### src/rtl/xop_pkg.sv
package xop_pkg;
    typedef enum logic [1:0] {
        MODE_NORMAL  = 2'b00,
        MODE_MONITOR = 2'b01,
        MODE_USER    = 2'b10,
        MODE_RSVD    = 2'b11
    } mode_e;

    typedef enum logic [1:0] {
        SEQ_IDLE = 2'b00,
        SEQ_MODE = 2'b01,
        SEQ_LINK = 2'b10,
        SEQ_VEC  = 2'b11
    } seq_e;
endpackage

### src/rtl/xop_decode.sv
module xop_decode
    import xop_pkg::*;
#(
    parameter int NUM_W = 6
) (
    input  logic [2:0]       tag,
    input  logic [NUM_W-1:0] num_field,
    input  logic [1:0]       mode_in,
    output logic             is_pop,
    output logic             is_sys,
    output logic             is_user,
    output logic [NUM_W-1:0] op_num
);
    // tag[2] is the top bit of the word, tag[0] the operator flag
    logic in_user;

    always_comb begin
        in_user = (mode_e'(mode_in) == MODE_USER);
        is_pop  = tag[0];
        is_sys  = tag[0] && tag[2] && in_user;
        is_user = tag[0] && !tag[2] && in_user;
        op_num  = num_field;
    end
endmodule

### src/rtl/xop_link_build.sv
module xop_link_build #(
    parameter int WORD_W = 24,
    parameter int ADDR_W = 14
) (
    input  logic [ADDR_W-1:0] pc,
    input  logic              ovf,
    output logic [WORD_W-1:0] link
);
    localparam int IND_POS = WORD_W - 10;
    localparam int OVF_POS = WORD_W - 1;

    always_comb begin
        link            = '0;
        link[ADDR_W-1:0] = pc;
        link[IND_POS]   = 1'b1;
        link[OVF_POS]   = ovf;
    end
endmodule

### src/rtl/xop_vector.sv
module xop_vector #(
    parameter int ADDR_W   = 14,
    parameter int NUM_W    = 6,
    parameter int VEC_BASE = 64
) (
    input  logic [NUM_W-1:0]  op_num,
    output logic [ADDR_W-1:0] vec_addr
);
    localparam logic [ADDR_W-1:0] BASE_A = ADDR_W'(VEC_BASE);

    always_comb begin
        vec_addr = BASE_A + ADDR_W'(op_num);
    end
endmodule

### src/rtl/xop_trap_seq.sv
module xop_trap_seq
    import xop_pkg::*;
#(
    parameter int WORD_W    = 24,
    parameter int ADDR_W    = 14,
    parameter int NUM_W     = 6,
    parameter int VEC_BASE  = 64,
    parameter int LINK_ADDR = 0
) (
    input  logic              clk,
    input  logic              rst_n,
    input  logic              start,
    input  logic [WORD_W-1:0] instr,
    input  logic [ADDR_W-1:0] pc,
    input  logic              ovf_in,
    input  logic [1:0]        mode_in,
    output logic              busy,
    output logic              mode_we,
    output logic [1:0]        mode_next,
    output logic              mem_we,
    output logic [ADDR_W-1:0] mem_addr,
    output logic [WORD_W-1:0] mem_wdata,
    output logic              mem_user,
    output logic              ovf_clr,
    output logic              pc_we,
    output logic [ADDR_W-1:0] pc_next
);
    localparam int NUM_HI = WORD_W - 4;
    localparam int LOW_HI = NUM_HI - NUM_W;

    typedef struct packed {
        seq_e              st;
        logic [NUM_W-1:0]  num;
        logic [WORD_W-1:0] link;
        logic              sys;
        logic              usr;
    } regs_t;

    regs_t r_d, r_q;

    logic             dec_pop, dec_sys, dec_user;
    logic [NUM_W-1:0] dec_num;
    logic [WORD_W-1:0] link_w;
    logic [ADDR_W-1:0] vec_w;
    logic             unused_low;

    assign unused_low = ^instr[LOW_HI:0];

    xop_decode #(.NUM_W(NUM_W)) dec_i (
        .tag      (instr[WORD_W-1 -: 3]),
        .num_field(instr[NUM_HI -: NUM_W]),
        .mode_in  (mode_in),
        .is_pop   (dec_pop),
        .is_sys   (dec_sys),
        .is_user  (dec_user),
        .op_num   (dec_num)
    );

    xop_link_build #(.WORD_W(WORD_W), .ADDR_W(ADDR_W)) link_i (
        .pc  (pc),
        .ovf (ovf_in),
        .link(link_w)
    );

    xop_vector #(.ADDR_W(ADDR_W), .NUM_W(NUM_W), .VEC_BASE(VEC_BASE)) vec_i (
        .op_num  (r_q.num),
        .vec_addr(vec_w)
    );

    always_comb begin
        r_d = r_q;
        unique case (r_q.st)
            SEQ_IDLE: begin
                if (start && dec_pop) begin
                    r_d.st   = SEQ_MODE;
                    r_d.num  = dec_num;
                    r_d.link = link_w;
                    r_d.sys  = dec_sys;
                    r_d.usr  = dec_user;
                end
            end
            SEQ_MODE: r_d.st = SEQ_LINK;
            SEQ_LINK: r_d.st = SEQ_VEC;
            SEQ_VEC:  r_d.st = SEQ_IDLE;
            default:  r_d.st = SEQ_IDLE;
        endcase
    end

    always_ff @(posedge clk) begin
        if (!rst_n) begin
            r_q <= '{st: SEQ_IDLE, num: '0, link: '0, sys: 1'b0, usr: 1'b0};
        end else begin
            r_q <= r_d;
        end
    end

    always_comb begin
        busy      = (r_q.st != SEQ_IDLE);
        mode_we   = (r_q.st == SEQ_MODE) && r_q.sys;
        mode_next = MODE_MONITOR;
        mem_we    = (r_q.st == SEQ_LINK);
        ovf_clr   = (r_q.st == SEQ_LINK);
        mem_addr  = ADDR_W'(LINK_ADDR);
        mem_wdata = r_q.link;
        mem_user  = r_q.usr;
        pc_we     = (r_q.st == SEQ_VEC);
        pc_next   = vec_w;
    end


    mode_then_link_chk: assert property (@(posedge clk) disable iff (!rst_n)
        mode_we |=> mem_we);

    link_then_pc_chk: assert property (@(posedge clk) disable iff (!rst_n)
        mem_we |=> pc_we);

    busy_end_chk: assert property (@(posedge clk) disable iff (!rst_n)
        $fell(busy) |-> $past(pc_we));

    ovf_pair_chk: assert property (@(posedge clk) disable iff (!rst_n)
        ovf_clr |-> (mem_we && !pc_we && !mode_we));

    vec_range_chk: assert property (@(posedge clk) disable iff (!rst_n)
        pc_we |-> (int'(pc_next) >= VEC_BASE && int'(pc_next) < VEC_BASE + (1 << NUM_W)));

    sys_map_chk: assert property (@(posedge clk) disable iff (!rst_n)
        mode_we |-> !mem_user);

    hold_link_chk: assert property (@(posedge clk) disable iff (!rst_n)
        (busy && !pc_we) |=> $stable(mem_wdata));

    accept_chk: assert property (@(posedge clk) disable iff (!rst_n)
        (!busy && start && instr[WORD_W-3]) |=> busy);
endmodule

### config.mk
export PLATFORM = sky130hd
export DESIGN_NAME = xop_trap_seq
export DESIGN_NICKNAME = d
export VERILOG_FILES = /design/src/rtl/xop_pkg.sv /design/src/rtl/xop_decode.sv /design/src/rtl/xop_link_build.sv /design/src/rtl/xop_vector.sv /design/src/rtl/xop_trap_seq.sv
export SDC_FILE = /design/constraint.sdc
export NUM_CORES = 1
export LEC_CHECK = 0
export BUFFER_PORTS_ARGS = -buffer_cell sky130_fd_sc_hd__buf_2
export CELL_PAD_IN_SITES_DETAIL_PLACEMENT = 2
export CELL_PAD_IN_SITES_GLOBAL_PLACEMENT = 2
export CORE_MARGIN = 3
export CORE_UTILIZATION = 25
export CTS_CLUSTER_SIZE = 24
export DETAILED_ROUTE_END_ITERATION = 16
export PLACE_DENSITY_LB_ADDON = 0.1
export RECOVER_POWER = 100
export SYNTH_ARGS = -nofsm -noshare
export SYNTH_HDL_FRONTEND = slang
export SYNTH_HIERARCHICAL = 1
export SYNTH_SLANG_ARGS = --single-unit
### constraint.sdc
create_clock -name clk -period 1.53 [get_ports clk]
set_clock_uncertainty 0.1 [all_clocks]
set_input_delay 0 -clock clk [delete_from_list [all_inputs] [get_ports clk]]
set_output_delay 0 -clock clk [all_outputs]
set_load 0.005 [all_outputs]
Word level (Yosys, flattened, before mapping)
Cells that the tools add are included.
{"block": "word_totals", "word_cells": 23, "register_bits": 26}
{"block": "classes", "reduce_logical": 10, "n_eq_ne": 5, "n_mux": 2, "add_sub_neg": 1}
{"op": "34-bit 2-to-1 mux", "count": 1}
{"op": "7-bit by 6-bit adder with 8-bit output, first input constant", "count": 1}
{"op": "2-bit one-hot mux with 4 select lines", "count": 1}
{"op": "2-bit equality test, second input constant", "count": 3}
{"op": "1-bit logical AND", "count": 6}
{"op": "2-bit by 1-bit equality test with 1-bit output, second input constant", "count": 1}
{"op": "2-bit zero test", "count": 1}
{"op": "2-bit inequality test, second input constant", "count": 1}
{"op": "2-bit AND reduction", "count": 1}
{"op": "2-bit nonzero test", "count": 1}
{"op": "1-bit zero test", "count": 1}

Depth between registers and ports, before layout
{"block": "logic_depth", "depth_word": 5, "ltp_mapped": 6, "depth_no_buf": 4}

Modules after synthesis
The synthesis kept the hierarchy.
{"mod": "xop_trap_seq", "instances": 1, "area_each_um2": 1778.0, "cells_each": 200}
{"mod": "xop_link_build", "instances": 1, "area_each_um2": 187.7, "cells_each": 26}
{"mod": "xop_vector", "instances": 1, "area_each_um2": 112.6, "cells_each": 16}
{"mod": "xop_decode", "instances": 1, "area_each_um2": 76.3, "cells_each": 9}

Least setup slack after synthesis
Ideal clock, no wire load.
{"block": "synth_path", "path_kind": "reg-to-reg", "start": "register r_q[32] (netlist bit)", "end": "register r_q, in the netlist mem_user", "stages_incl_launch_ff": 7, "n_path_buf": 2, "slack_ns": 0.142, "t_arrival_ns": 1.170, "path_cell_list": "dfxtp_1 inv_1 ha_1 and3_1 buf_6 buf_12 mux2i_1"}
{"block": "synth_between", "elab_chain_len": 2}
{"item": "start: declaration", "line_no": "xop_trap_seq.sv:39", "rtl": "regs_t r_d, r_q;"}
{"item": "start signal: assignment", "line_no": "xop_trap_seq.sv:91", "rtl": "r_q <= '{st: SEQ_IDLE, num: '0, link: '0, sys: 1'b0, usr: 1'b0};"}
{"item": "start signal: assignment", "line_no": "xop_trap_seq.sv:93", "rtl": "r_q <= r_d;"}
{"item": "2-bit zero test", "line_no": "xop_trap_seq.sv:72", "rtl": "unique case (r_q.st)"}
{"item": "2-bit AND reduction (no line)"}
Every way passes these cells.
A chain may end at the register's enable or synchronous reset.

Worst setup path in the final report
{"block": "layout_path", "start": "register r_q[32] (netlist bit)", "end": "register r_q[32] (netlist bit)"}
{"block": "layout_between", "elab_chain_len": 2}
{"item": "2-bit equality test (tied with other cells)", "line_no": "xop_trap_seq.sv:72"}
{"item": "2-bit one-hot mux with 4 select lines or 2-bit inequality test (tied branches)"}
Parallel ways exist; a longest one is shown, timed or not.

==> reports/results.ini <==
[floorplanning]
die_width_um=98.8
io_pins=104
dieArea_sq_mm=0.00977
num_rows=33
die_h_um=98.8
start_util=0.260
core_area_sq_mm=0.00830

[setup_path]
worstRegToRegCells=4
startpoint_type=register
reg2reg_from=r_q[32]$_SDFFE_PN0P_
rr_endpoint=r_q[32]$_SDFFE_PN0P_
rrSetupSlack_ns=0.14
criticalPathCategory=register to register
setup.worst_path.end_class=register
worst-path-max-fanout=3
critPathRequiredTime_ns=1.60
worstPathArrival_ns=1.47

[timing]
hold_violations=0
final.setup.tns_ns=0
rsz0062_at_grt=false
period_minus_slack_ns=1.39
fmax_mhz=717
post-route-period-util=0.911
drv_slew=0
layout_setup_ws_ns=0.136
setup_viol=0

[power]
ir_drop_uv=394
p_int_uw=1920
switchingPower_uw=767
comb_power_share=0.284
p_total_uw=2680
seq_power_share=0.396
p_sw_frac=0.286
pwr-share-clk=0.320
power.density_mw_per_mm2=1130
p_leak_uw=0.00108

[yosys]
yosys_most_used_dff=dfxtp_1
synth_top_cell_area_share=0.316
synth_edf_count=0
synth_seq_area_share=0.316
yosys-top-cells-area=dfxtp_1 (32%), buf_4 (31%), mux2i_1 (15%)
yosysTopAreaCell=dfxtp_1
ys_warn_count=6
async_reset_ff_frac=0
ys_types=18
ys_ff_latch=34
synth.avg_cell_area_sq_um=8.58
synthCells=251
syn_area_sq_mm=0.00215
synth_common_cells=buf_4 (88), nand2_1 (66), dfxtp_1 (34)
yosysMostFrequentCell=buf_4

[hold_path]
worstHoldStart=instr[21]
worstHoldEndpoint=r_q[33]$_SDFFE_PN0P_
hold_depth=3
worstHoldPathType=primary input to register

[placed_design]
dp_cells=356
gp_congestion=0.696
dp_slack_ns=0.165
io_buffers=63
dp_hpwl_mm=3.04

[flow_run]
max_cap_viol_count=0

[cells_and_area]
drive_above_1_share=0.209
final_nets=330
n_antenna_cell=0
layout.cells.non_filler=387
fill_cells=984
syn_to_final_growth_pct=10.2

[routing]
drc=0
finalWirelength_mm=4.31
drt_iter0_drc=7
firstDrtPassIters=3
num_vias=1443
avgViaCountPerCell=3.73
wl_per_cell_um=11.1
drtAntennaViolNets=0

[cts]
numCtsBuffers=5
clk_transition_reported_paths_ns=0.07
clock_path_buffers=2
clkLatencyLatePin_ns=0.28
postCtsSetupBuffers=0
htreeDepth=2
cts_root_buf=clkbuf_8
cts_tree=built
clock_sinks=34

[grt]
grt_pass1_wl_mm=6.94
first_global_vias=1502
grt_start_max_net_pins=30
grt.overflow.total=0
track_usage=0.0874
antenna_found_initial=0

[outcome]
status=finished clean

## routing by layer
metal | wire length [um] | global-route usage
met4 | 29 | 0.0284
met2 | 1970 | 0.143
met1 | 1960 | 0.105
met3 | 357 | 0.0333
met5 | 0 | 0
## timing repair
| item | CTS | global route |
|---|---|---|
| gates resized for setup | 0 | 0 |
| endpoints found under the hold margin | 23 | 0 |
| hold buffers | 24 | 0 |
## through the flow
step                       util  hold slack [ns]  area [sq um]
final                     0.286           0.0100          2370
after global routing      0.286           0.0341          2370
after detailed placement  0.247            0.160          2050
after floorplan               -           0.0977          2260
after CTS                 0.290           0.0131          2410
after global placement    0.247            0.154          2050
## final cells by class
| cell class | count | area [sq um] | area share |
|---|---|---|---|
| multi-input cells | 144 | 812 | 0.342 |
| inverters | 3 | 11.3 | 0.00474 |
| clock buffers | 6 | 82.6 | 0.0348 |
| flip-flops and latches | 34 | 681 | 0.287 |
| clock inverters | 1 | 30.0 | 0.0126 |
| well taps | 105 | 131 | 0.0553 |
| repair buffers | 94 | 627 | 0.264 |
## cell families after synthesis
family / synth area share
compound gates: 0.0105
other cells: 0.0105
fa+ha+maj: 0.0232
flops: 0.316
mux: 0.153
buf+inv: 0.355
simple gates: 0.132
## flip-flops by register name, summed over array words and instances, names as in the netlist
name / flops
mem_user: 1
mem_wdata: 24
r_q: 9
## critical path: stages (launching register included)
cell and delay (ns):
dfxtp_1 0.32, buf_4 0.14, a21oi_1 0.11, dlygate4sd3_1 0.56, a21oi_1 0.06
## layout by cell type, fill, tap and decap left out
| cell | instances |
|---|---|
| nand2_1 | 66 |
| buf_2 | 44 |
| dfxtp_1 | 34 |
| mux2i_1 | 33 |
| conb_1 | 33 |
| dlygate4sd3_1 | 24 |
| clkbuf_1 | 21 |
| clkbuf_8 | 6 |
| ha_1 | 4 |
| buf_12 | 4 |
| inv_1 | 3 |
| a21oi_1 | 2 |
| and2_1 | 1 |
| and3_2 | 1 |
| o21ai_0 | 1 |
| a21boi_0 | 1 |
| bufinv_16 | 1 |
| and4b_2 | 1 |
| and4bb_2 | 1 |
| buf_4 | 1 |
## how the worst max path moves through the flow
| stage | start | end | slack [ns] | cells after the start |
|---|---|---|---|---|
| global placement | r_q[32]$_SDFFE_PN0P_ | mem_wdata[2]$_SDFFE_PN0P_ | 0.18 | 5 |
| global route | r_q[32]$_SDFFE_PN0P_ | r_q[32]$_SDFFE_PN0P_ | 0.04 | 4 |
| finish | r_q[32]$_SDFFE_PN0P_ | r_q[32]$_SDFFE_PN0P_ | 0.14 | 4 |
| CTS | r_q[32]$_SDFFE_PN0P_ | r_q[32]$_SDFFE_PN0P_ | 0.15 | 4 |
| floorplan | r_q[32]$_SDFFE_PN0P_ | mem_user$_SDFFE_PN0P_ | 0.14 | 6 |
| detailed placement | r_q[32]$_SDFFE_PN0P_ | r_q[29]$_SDFFE_PN0P_ | 0.16 | 5 |
## power by group through the flow
stage          clock network, uW  registers (uW)  logic [uW]
2_1_floorplan                  0            1080         709
4_1_cts                      908            1060         823
5_1_grt                      943            1080         872
3_3_place_gp                   0            1080         760
3_5_place_dp                   0            1080         761
6_report                     859            1060         763
(Power assumes the default switching activity.)
